`config.mk`:
```
export PLATFORM = sky130hd
export DESIGN_NAME = btb_hotblock_tracker
export DESIGN_NICKNAME = d
export VERILOG_FILES = /design/src/rtl/hbt_pkg.sv /design/src/rtl/hbt_entry.sv /design/src/rtl/hbt_lookup.sv /design/src/rtl/btb_hotblock_tracker.sv
export SDC_FILE = /design/constraint.sdc
export NUM_CORES = 2
export LEC_CHECK = 0
export ABC_AREA = 1
export BUFFER_PORTS_ARGS = -buffer_cell sky130_fd_sc_hd__buf_2
export CAP_MARGIN = 30
export CORE_MARGIN = 10
export CORE_UTILIZATION = 42
export CTS_CLUSTER_SIZE = 10
export DETAILED_ROUTE_END_ITERATION = 8
export GPL_TIMING_DRIVEN = 0
export PLACE_DENSITY = 0.57
export SETUP_SLACK_MARGIN = 0.5
export SYNTH_ARGS = -nofsm -noshare
export SYNTH_HDL_FRONTEND = slang
export SYNTH_HIERARCHICAL = 1
export SYNTH_SLANG_ARGS = --single-unit
export TNS_END_PERCENT = 10
```
`constraint.sdc`:
```
create_clock -name clk -period 7 [get_ports clk]
set_input_delay 2.1 -clock clk [delete_from_list [all_inputs] [get_ports clk]]
set_output_delay 2.1 -clock clk [all_outputs]
set_load 0.03 [all_outputs]
```
`src/rtl/hbt_pkg.sv`:
```
package hbt_pkg;

    typedef struct packed {
        logic hit;
        logic valid;
        logic hot;
        logic prev_hot;
        logic at_thresh;
    } hbt_flags_t;

    localparam hbt_flags_t HBT_MISS = '{hit: 1'b0, valid: 1'b0, hot: 1'b0,
                                        prev_hot: 1'b0, at_thresh: 1'b0};

endpackage

```
`src/rtl/hbt_entry.sv`:
```
module hbt_entry #(
    parameter int TAG_W = 26,
    parameter int TGT_W = 32,
    parameter int CNT_W = 4
) (
    input  logic             clk,
    input  logic             rst,
    input  logic             wr_sel,
    input  logic [TAG_W-1:0] wr_tag,
    input  logic             wr_taken,
    input  logic [TGT_W-1:0] wr_tgt,
    input  logic             phase_reset,
    input  logic             clear_prev,
    input  logic [TAG_W-1:0] lk_tag,
    output logic             match,
    output logic             valid,
    output logic             hot,
    output logic             prev_hot,
    output logic             full,
    output logic [TGT_W-1:0] tgt
);
    localparam logic [CNT_W-1:0] CNT_MAX = {CNT_W{1'b1}};

    logic             occ;
    logic [TAG_W-1:0] tag;
    logic [CNT_W-1:0] cnt;
    logic             alloc, upd;
    logic [CNT_W-1:0] cnt_inc;

    assign alloc   = wr_sel && !(occ && tag == wr_tag);
    assign upd     = wr_sel && occ && tag == wr_tag;
    assign cnt_inc = (cnt == CNT_MAX) ? cnt : cnt + 1'b1;

    always_ff @(posedge clk) begin
        if (rst) begin
            occ      <= 1'b0;
            tag      <= '0;
            tgt      <= '0;
            valid    <= 1'b0;
            cnt      <= '0;
            hot      <= 1'b0;
            prev_hot <= 1'b0;
        end else begin
            if (alloc) begin
                occ   <= 1'b1;
                tag   <= wr_tag;
                tgt   <= wr_tgt;
                valid <= wr_taken;
                cnt   <= '0;
                hot   <= 1'b0;
            end else if (upd) begin
                valid <= wr_taken;
                if (wr_taken) begin
                    tgt <= wr_tgt;
                    cnt <= cnt_inc;
                    hot <= hot | (cnt_inc == CNT_MAX);
                end
            end
            if (phase_reset) begin
                cnt <= '0;
                hot <= 1'b0;
            end
            if (alloc || clear_prev)
                prev_hot <= 1'b0;
            else if (phase_reset)
                prev_hot <= hot;
        end
    end

    assign match = occ && (tag == lk_tag);
    assign full  = (cnt == CNT_MAX);

endmodule

```
`src/rtl/hbt_lookup.sv`:
```
module hbt_lookup
    import hbt_pkg::*;
#(
    parameter int N     = 16,
    parameter int TGT_W = 32,
    localparam int IDX_W = $clog2(N)
) (
    input  logic [IDX_W-1:0] idx,
    input  logic             match    [N],
    input  logic             valid    [N],
    input  logic             hot      [N],
    input  logic             prev_hot [N],
    input  logic             full     [N],
    input  logic [TGT_W-1:0] tgt      [N],
    output hbt_flags_t       flags,
    output logic [TGT_W-1:0] target
);
    always_comb begin
        flags  = HBT_MISS;
        target = '0;
        if (match[idx]) begin
            flags.hit       = 1'b1;
            flags.valid     = valid[idx];
            flags.hot       = hot[idx];
            flags.prev_hot  = prev_hot[idx];
            flags.at_thresh = full[idx];
            target          = tgt[idx];
        end
    end
endmodule

```
`src/rtl/btb_hotblock_tracker.sv`:
```
module btb_hotblock_tracker
    import hbt_pkg::*;
#(
    parameter int N_ENTRIES = 16,
    parameter int PC_W      = 32,
    parameter int CNT_W     = 4
) (
    input  logic            clk,
    input  logic            rst,
    input  logic [PC_W-1:0] lk_pc,
    output logic            lk_hit,
    output logic            lk_valid,
    output logic            lk_hot,
    output logic            lk_prev_hot,
    output logic            lk_at_thresh,
    output logic [PC_W-1:0] lk_target,
    input  logic            rs_en,
    input  logic [PC_W-1:0] rs_pc,
    input  logic            rs_taken,
    input  logic [PC_W-1:0] rs_target,
    input  logic            phase_reset,
    input  logic            clear_prev
);
    localparam int IDX_W = $clog2(N_ENTRIES);
    localparam int IDX_LO = 2;
    localparam int TAG_LO = IDX_LO + IDX_W;
    localparam int TAG_W = PC_W - TAG_LO;

    logic [IDX_W-1:0] lk_idx, rs_idx;
    logic [TAG_W-1:0] lk_tag, rs_tag;
    logic             unused_lo;

    assign lk_idx    = lk_pc[TAG_LO-1:IDX_LO];
    assign rs_idx    = rs_pc[TAG_LO-1:IDX_LO];
    assign lk_tag    = lk_pc[PC_W-1:TAG_LO];
    assign rs_tag    = rs_pc[PC_W-1:TAG_LO];
    assign unused_lo = ^{lk_pc[IDX_LO-1:0], rs_pc[IDX_LO-1:0]};

    logic            e_match [N_ENTRIES];
    logic            e_valid [N_ENTRIES];
    logic            e_hot   [N_ENTRIES];
    logic            e_prev  [N_ENTRIES];
    logic            e_full  [N_ENTRIES];
    logic [PC_W-1:0] e_tgt   [N_ENTRIES];

    for (genvar g = 0; g < N_ENTRIES; g++) begin : g_ent
        hbt_entry #(.TAG_W(TAG_W), .TGT_W(PC_W), .CNT_W(CNT_W)) u_ent (
            .clk        (clk),
            .rst        (rst),
            .wr_sel     (rs_en && rs_idx == IDX_W'(g)),
            .wr_tag     (rs_tag),
            .wr_taken   (rs_taken),
            .wr_tgt     (rs_target),
            .phase_reset(phase_reset),
            .clear_prev (clear_prev),
            .lk_tag     (lk_tag),
            .match      (e_match[g]),
            .valid      (e_valid[g]),
            .hot        (e_hot[g]),
            .prev_hot   (e_prev[g]),
            .full       (e_full[g]),
            .tgt        (e_tgt[g])
        );
    end

    hbt_flags_t flags;

    hbt_lookup #(.N(N_ENTRIES), .TGT_W(PC_W)) u_lk (
        .idx     (lk_idx),
        .match   (e_match),
        .valid   (e_valid),
        .hot     (e_hot),
        .prev_hot(e_prev),
        .full    (e_full),
        .tgt     (e_tgt),
        .flags   (flags),
        .target  (lk_target)
    );

    assign lk_hit       = flags.hit;
    assign lk_valid     = flags.valid;
    assign lk_hot       = flags.hot;
    assign lk_prev_hot  = flags.prev_hot;
    assign lk_at_thresh = flags.at_thresh;

endmodule

```
==> tab_implementation.tex <==
\begin{tabular}{lr}
\hline
Metric & Value \\
\hline
\multicolumn{2}{l}{\textbf{Status}} \\
\quad Result of the run & complete, no violations \\
\multicolumn{2}{l}{\textbf{Timing}} \\
\quad Worst slew margin relative to its limit & 28.6\% \\
\quad Hold violation count in the final report & 0 \\
\quad Achievable frequency & 0.146 GHz \\
\quad RSZ-0062 raised after global routing & true \\
\quad Slew at the pin with the worst max-slew slack & 1.07 ns \\
\quad Fin Setup TNS & 0 ns \\
\quad Worst clock skew & 0.0357 ns \\
\quad Crit path time final & 6.84 ns \\
\quad Setup violation total in the final timing report & 0 \\
\quad Number of max-slew violations in the final report & 0 \\
\quad Crit share post-route & 97.8\% \\
\multicolumn{2}{l}{\textbf{Synthesis}} \\
\quad Adder-cell share of the synthesized area & 0.288\% \\
\quad Number of enable-type register cells in the synthesized netlist & 0 \\
\quad Primary flip-flop cell chosen by synthesis mapping & dfxtp\_1 \\
\quad XOR/XNOR share of the synthesized area & 1.41\% \\
\quad Multiplexer area fraction after synthesis & 0\% \\
\quad Mean cell area of the mapped netlist & 5.89 sq um \\
\quad Dominant combinational cell family by area after synthesis & simple AND/OR/NAND/NOR gates \\
\quad Fraction of registers with async set or reset after synthesis & 0\% \\
\quad Post-synthesis instance area & 69500 sq um \\
\quad Share of the yosys chip area belonging to registers & 30.4\% \\
\quad Count of cell types in the netlist & 35 \\
\quad Compound-cell area share of the yosys netlist & 12.3\% \\
\quad Gate count after technology mapping & 11800 \\
\quad Number of nets produced by synthesis & 11900 \\
\quad Synthesis warning total & 6 \\
\quad Register bit total from synthesis & 1056 \\
\quad Share of synthesized cell area in and, or, nand and nor gates & 38.8\% \\
\multicolumn{2}{l}{\textbf{Critical path}} \\
\quad Endpoint class of the critical path & output pin \\
\quad CP Data Required Time & 4.90 ns \\
\quad Classification of the worst setup path & in -> out \\
\quad Worst setup slack for register-to-register paths & 4.86 ns \\
\quad Crit path DAT & 4.74 ns \\
\quad Largest driver fanout on the critical path & 10 \\
\quad Worst r2r dst & g\_ent[9].u\_ent/cnt[1] \\
\quad Beginning of the critical path & lk\_pc[3] \\
\quad Crit start category & input pin \\
\quad Worst setup endpoint & lk\_at\_thresh \\
\quad R2R Path Start & g\_ent[9].u\_ent/tag[14] \\
\quad R2R depth & 10 \\
\multicolumn{2}{l}{\textbf{Routing}} \\
\quad Post-route antenna net violation count & 0 \\
\quad Via/cell ratio & 5.44 \\
\quad DRT iter0 DRCs & 8637 \\
\quad WL final & 346 mm \\
\quad Average routed wire per standard cell & 23.9 um \\
\quad Number of detailed-route iterations in the first pass & 8 \\
\quad DRC & 0 \\
\quad Detailed-route via count & 78700 \\
\multicolumn{2}{l}{\textbf{Cells and area}} \\
\quad Number of non-filler instances in the completed layout & 14500 \\
\quad Footprint of the multi-input gates & 37100 sq um \\
\quad Final core occ & 48.9\% \\
\quad Register Area & 21100 sq um \\
\quad Synthesis-to-layout area growth & 15.9\% \\
\quad Commonest non-fill, non-tap cell in the layout & nand2\_1 \\
\quad FILL cells & 17500 \\
\quad Layout Nets & 12300 \\
\quad Leading cell types in the layout, fill and taps excluded & nand2\_1 (3238), inv\_1 (1885), nor2\_1 (1825) \\
\quad Share of final-layout standard cells stronger than drive strength 1 & 10.7\% \\
\multicolumn{2}{l}{\textbf{CTS}} \\
\quad Sink count of the clock tree & 1056 \\
\quad Hold buffer count at CTS & 0 \\
\quad Clock input transition at the sequential cells of the worst setup and hold paths & 0.05 ns \\
\quad Number of H-tree levels & 4 \\
\quad TritonCTS clock tree & yes \\
\quad Root buffer cell & clkbuf\_16 \\
\quad Worst-skew pair later-pin latency & 0.81 ns \\
\quad Buffer levels on the longest clock path & 3 \\
\quad Clock buffers created by TritonCTS & 137 \\
\multicolumn{2}{l}{\textbf{Power and ir drop}} \\
\quad Post-route total power & 0.0160 W \\
\quad LEAKAGE & 38.7 nW \\
\quad Worst IR drop on VDD & 267 uV \\
\quad Total power per unit cell area & 198 nW/um\^{}2 \\
\multicolumn{2}{l}{\textbf{Die}} \\
\quad Num ports & 139 \\
\quad Die ar. & 182000 sq um \\
\quad Die boundary height & 427 um \\
\quad Core Area & 165000 sq um \\
\quad Number of standard-cell rows in the floorplan & 149 \\
\quad Initial standard-cell utilization of the core & 42.2\% \\
\quad Width of the chip & 427 um \\
\multicolumn{2}{l}{\textbf{Global route}} \\
\quad Number of global-route vias before repair & 71100 \\
\quad Maximum number of pins on one net before global-route repair & 49 \\
\quad Global Route Usage Sum & 36.5\% \\
\quad Wire length of the first global-routing pass & 487 mm \\
\quad Met3 track demand over resource in global routing & 6.18\% \\
\quad Met2 layer usage reported by global route & 55.5\% \\
\quad Remaining Overflow, GRT & 0 \\
\quad Antenna violations before repair & 15 \\
\quad Busiest layer in global routing & met2 \\
\quad Met1 GRT Util & 45.1\% \\
\multicolumn{2}{l}{\textbf{Placed design}} \\
\quad DP Wirelength & 242 mm \\
\quad Quantity of I/O buffers inserted on ports & 133 \\
\quad DP Cell Count & 14200 \\
\quad GPL Wtd Cong & 1.02 \\
\multicolumn{2}{l}{\textbf{Job}} \\
\quad Max-capacitance violation count & 0 \\
\multicolumn{2}{l}{\textbf{Worst hold path}} \\
\quad Class of the tightest hold or removal check & reg -> reg \\
\hline
\end{tabular}
worst min-delay path by stage:
stage                    startpoint  depth (start not counted)                   end
6_report       g_ent[4].u_ent/valid                          2  g_ent[4].u_ent/valid
2_1_floorplan  g_ent[0].u_ent/valid                          2  g_ent[0].u_ent/valid
3_3_place_gp   g_ent[8].u_ent/valid                          2  g_ent[8].u_ent/valid
3_5_place_dp   g_ent[4].u_ent/valid                          2  g_ent[4].u_ent/valid
5_1_grt        g_ent[4].u_ent/valid                          2  g_ent[4].u_ent/valid
4_1_cts        g_ent[4].u_ent/valid                          2  g_ent[4].u_ent/valid
state kept, by name, indices dropped and copies added, names as in the netlist:
name,cells
g_ent.u_ent/valid,16
g_ent.u_ent/hot,16
g_ent.u_ent/tag,416
g_ent.u_ent/tgt,512
g_ent.u_ent/cnt,64
g_ent.u_ent/prev_hot,16
g_ent.u_ent/occ,16
where the power goes:
group          internal (W)  switching [W]  total (W)
combinational      0.000816        0.00191    0.00272
clock               0.00410        0.00287    0.00697
sequential          0.00617       0.000108    0.00628
metal layers:
| metal | wire (um) | share of wire [%] | vias up |
|---|---|---|---|
| met3 | 29600 | 8.6 | 1143 |
| met4 | 34000 | 9.8 | 4 |
| met5 | 23 | 0.0067 | - |
| li1 | - | - | 37200 |
| met1 | 136000 | 39 | 36400 |
| met2 | 146000 | 42 | 3918 |
worst max-delay path: stages:
cell and delay, ns:
buf_2 0.12, clkbuf_1 0.51, buf_16 0.23, buf_2 0.43
nand3_1 0.21, nand3_1 0.27, nand3_1 0.13, nand2_1 0.09
nand2_1 0.06, inv_1 0.29, buf_2 0.27
area by class of cell:
class / count / area share, %
clock buffers: 192 / 4.87
well taps: 2189 / 3.40
flip-flops and latches: 1056 / 26.2
diodes: 11 / 0.0342
inverters: 2037 / 9.49
multi-input cells: 8183 / 46.0
repair buffers: 257 / 4.44
plain buffers: 523 / 5.05
clock inverters: 28 / 0.449
repair_timing:
action / in CTS / in global routing
gates cloned: 30 / 0
pin swaps: 44 / 43
buffers inserted: 42 / 8
setup endpoints to repair: 37 / 37
resized for setup: 235 / 45
cell families (layout without fill, tap and decap cells):
group	Yosys count	in the layout
simple gates	6567	6567
buf+inv	2560	3037
compound gates	1488	1488
flops	1056	1056
xor+xnor	112	112
fa+ha+maj	16	16
other cells	0	11
through the flow:
stage	instance area (sq um)	hold WS, ns	setup WS (ns)
6_report	80600	0.461	0.156
3_3_place_gp	72900	0.450	-0.859
5_1_grt	80600	0.479	0.136
2_1_floorplan	69500	0.433	1.25
4_1_cts	80400	0.462	0.285
3_5_place_dp	73900	0.454	-0.602
synthesized netlist by cell type, types with 51 or more instances:
| cell type | number | share of area, % |
|---|---|---|
| or2_2 | 80 | 0.72 |
| xnor2_1 | 80 | 1.0 |
| buf_6 | 51 | 0.83 |
| buf_2 | 170 | 1.2 |
| nor2_1 | 1841 | 9.9 |
| nand3_1 | 1133 | 8.2 |
| nand4_1 | 96 | 0.86 |
| inv_1 | 1898 | 10 |
| buf_8 | 81 | 1.7 |
| o21ai_2 | 128 | 1.6 |
| a21oi_1 | 704 | 5.1 |
| buf_1 | 68 | 0.37 |
| dfxtp_1 | 1056 | 30 |
| inv_2 | 138 | 0.75 |
| o21ai_0 | 224 | 1.6 |
| o21ai_1 | 256 | 1.8 |
| nand2_1 | 3262 | 18 |
| o22ai_1 | 64 | 0.58 |
| clkbuf_1 | 105 | 0.57 |
(Power assumes the default switching activity.)
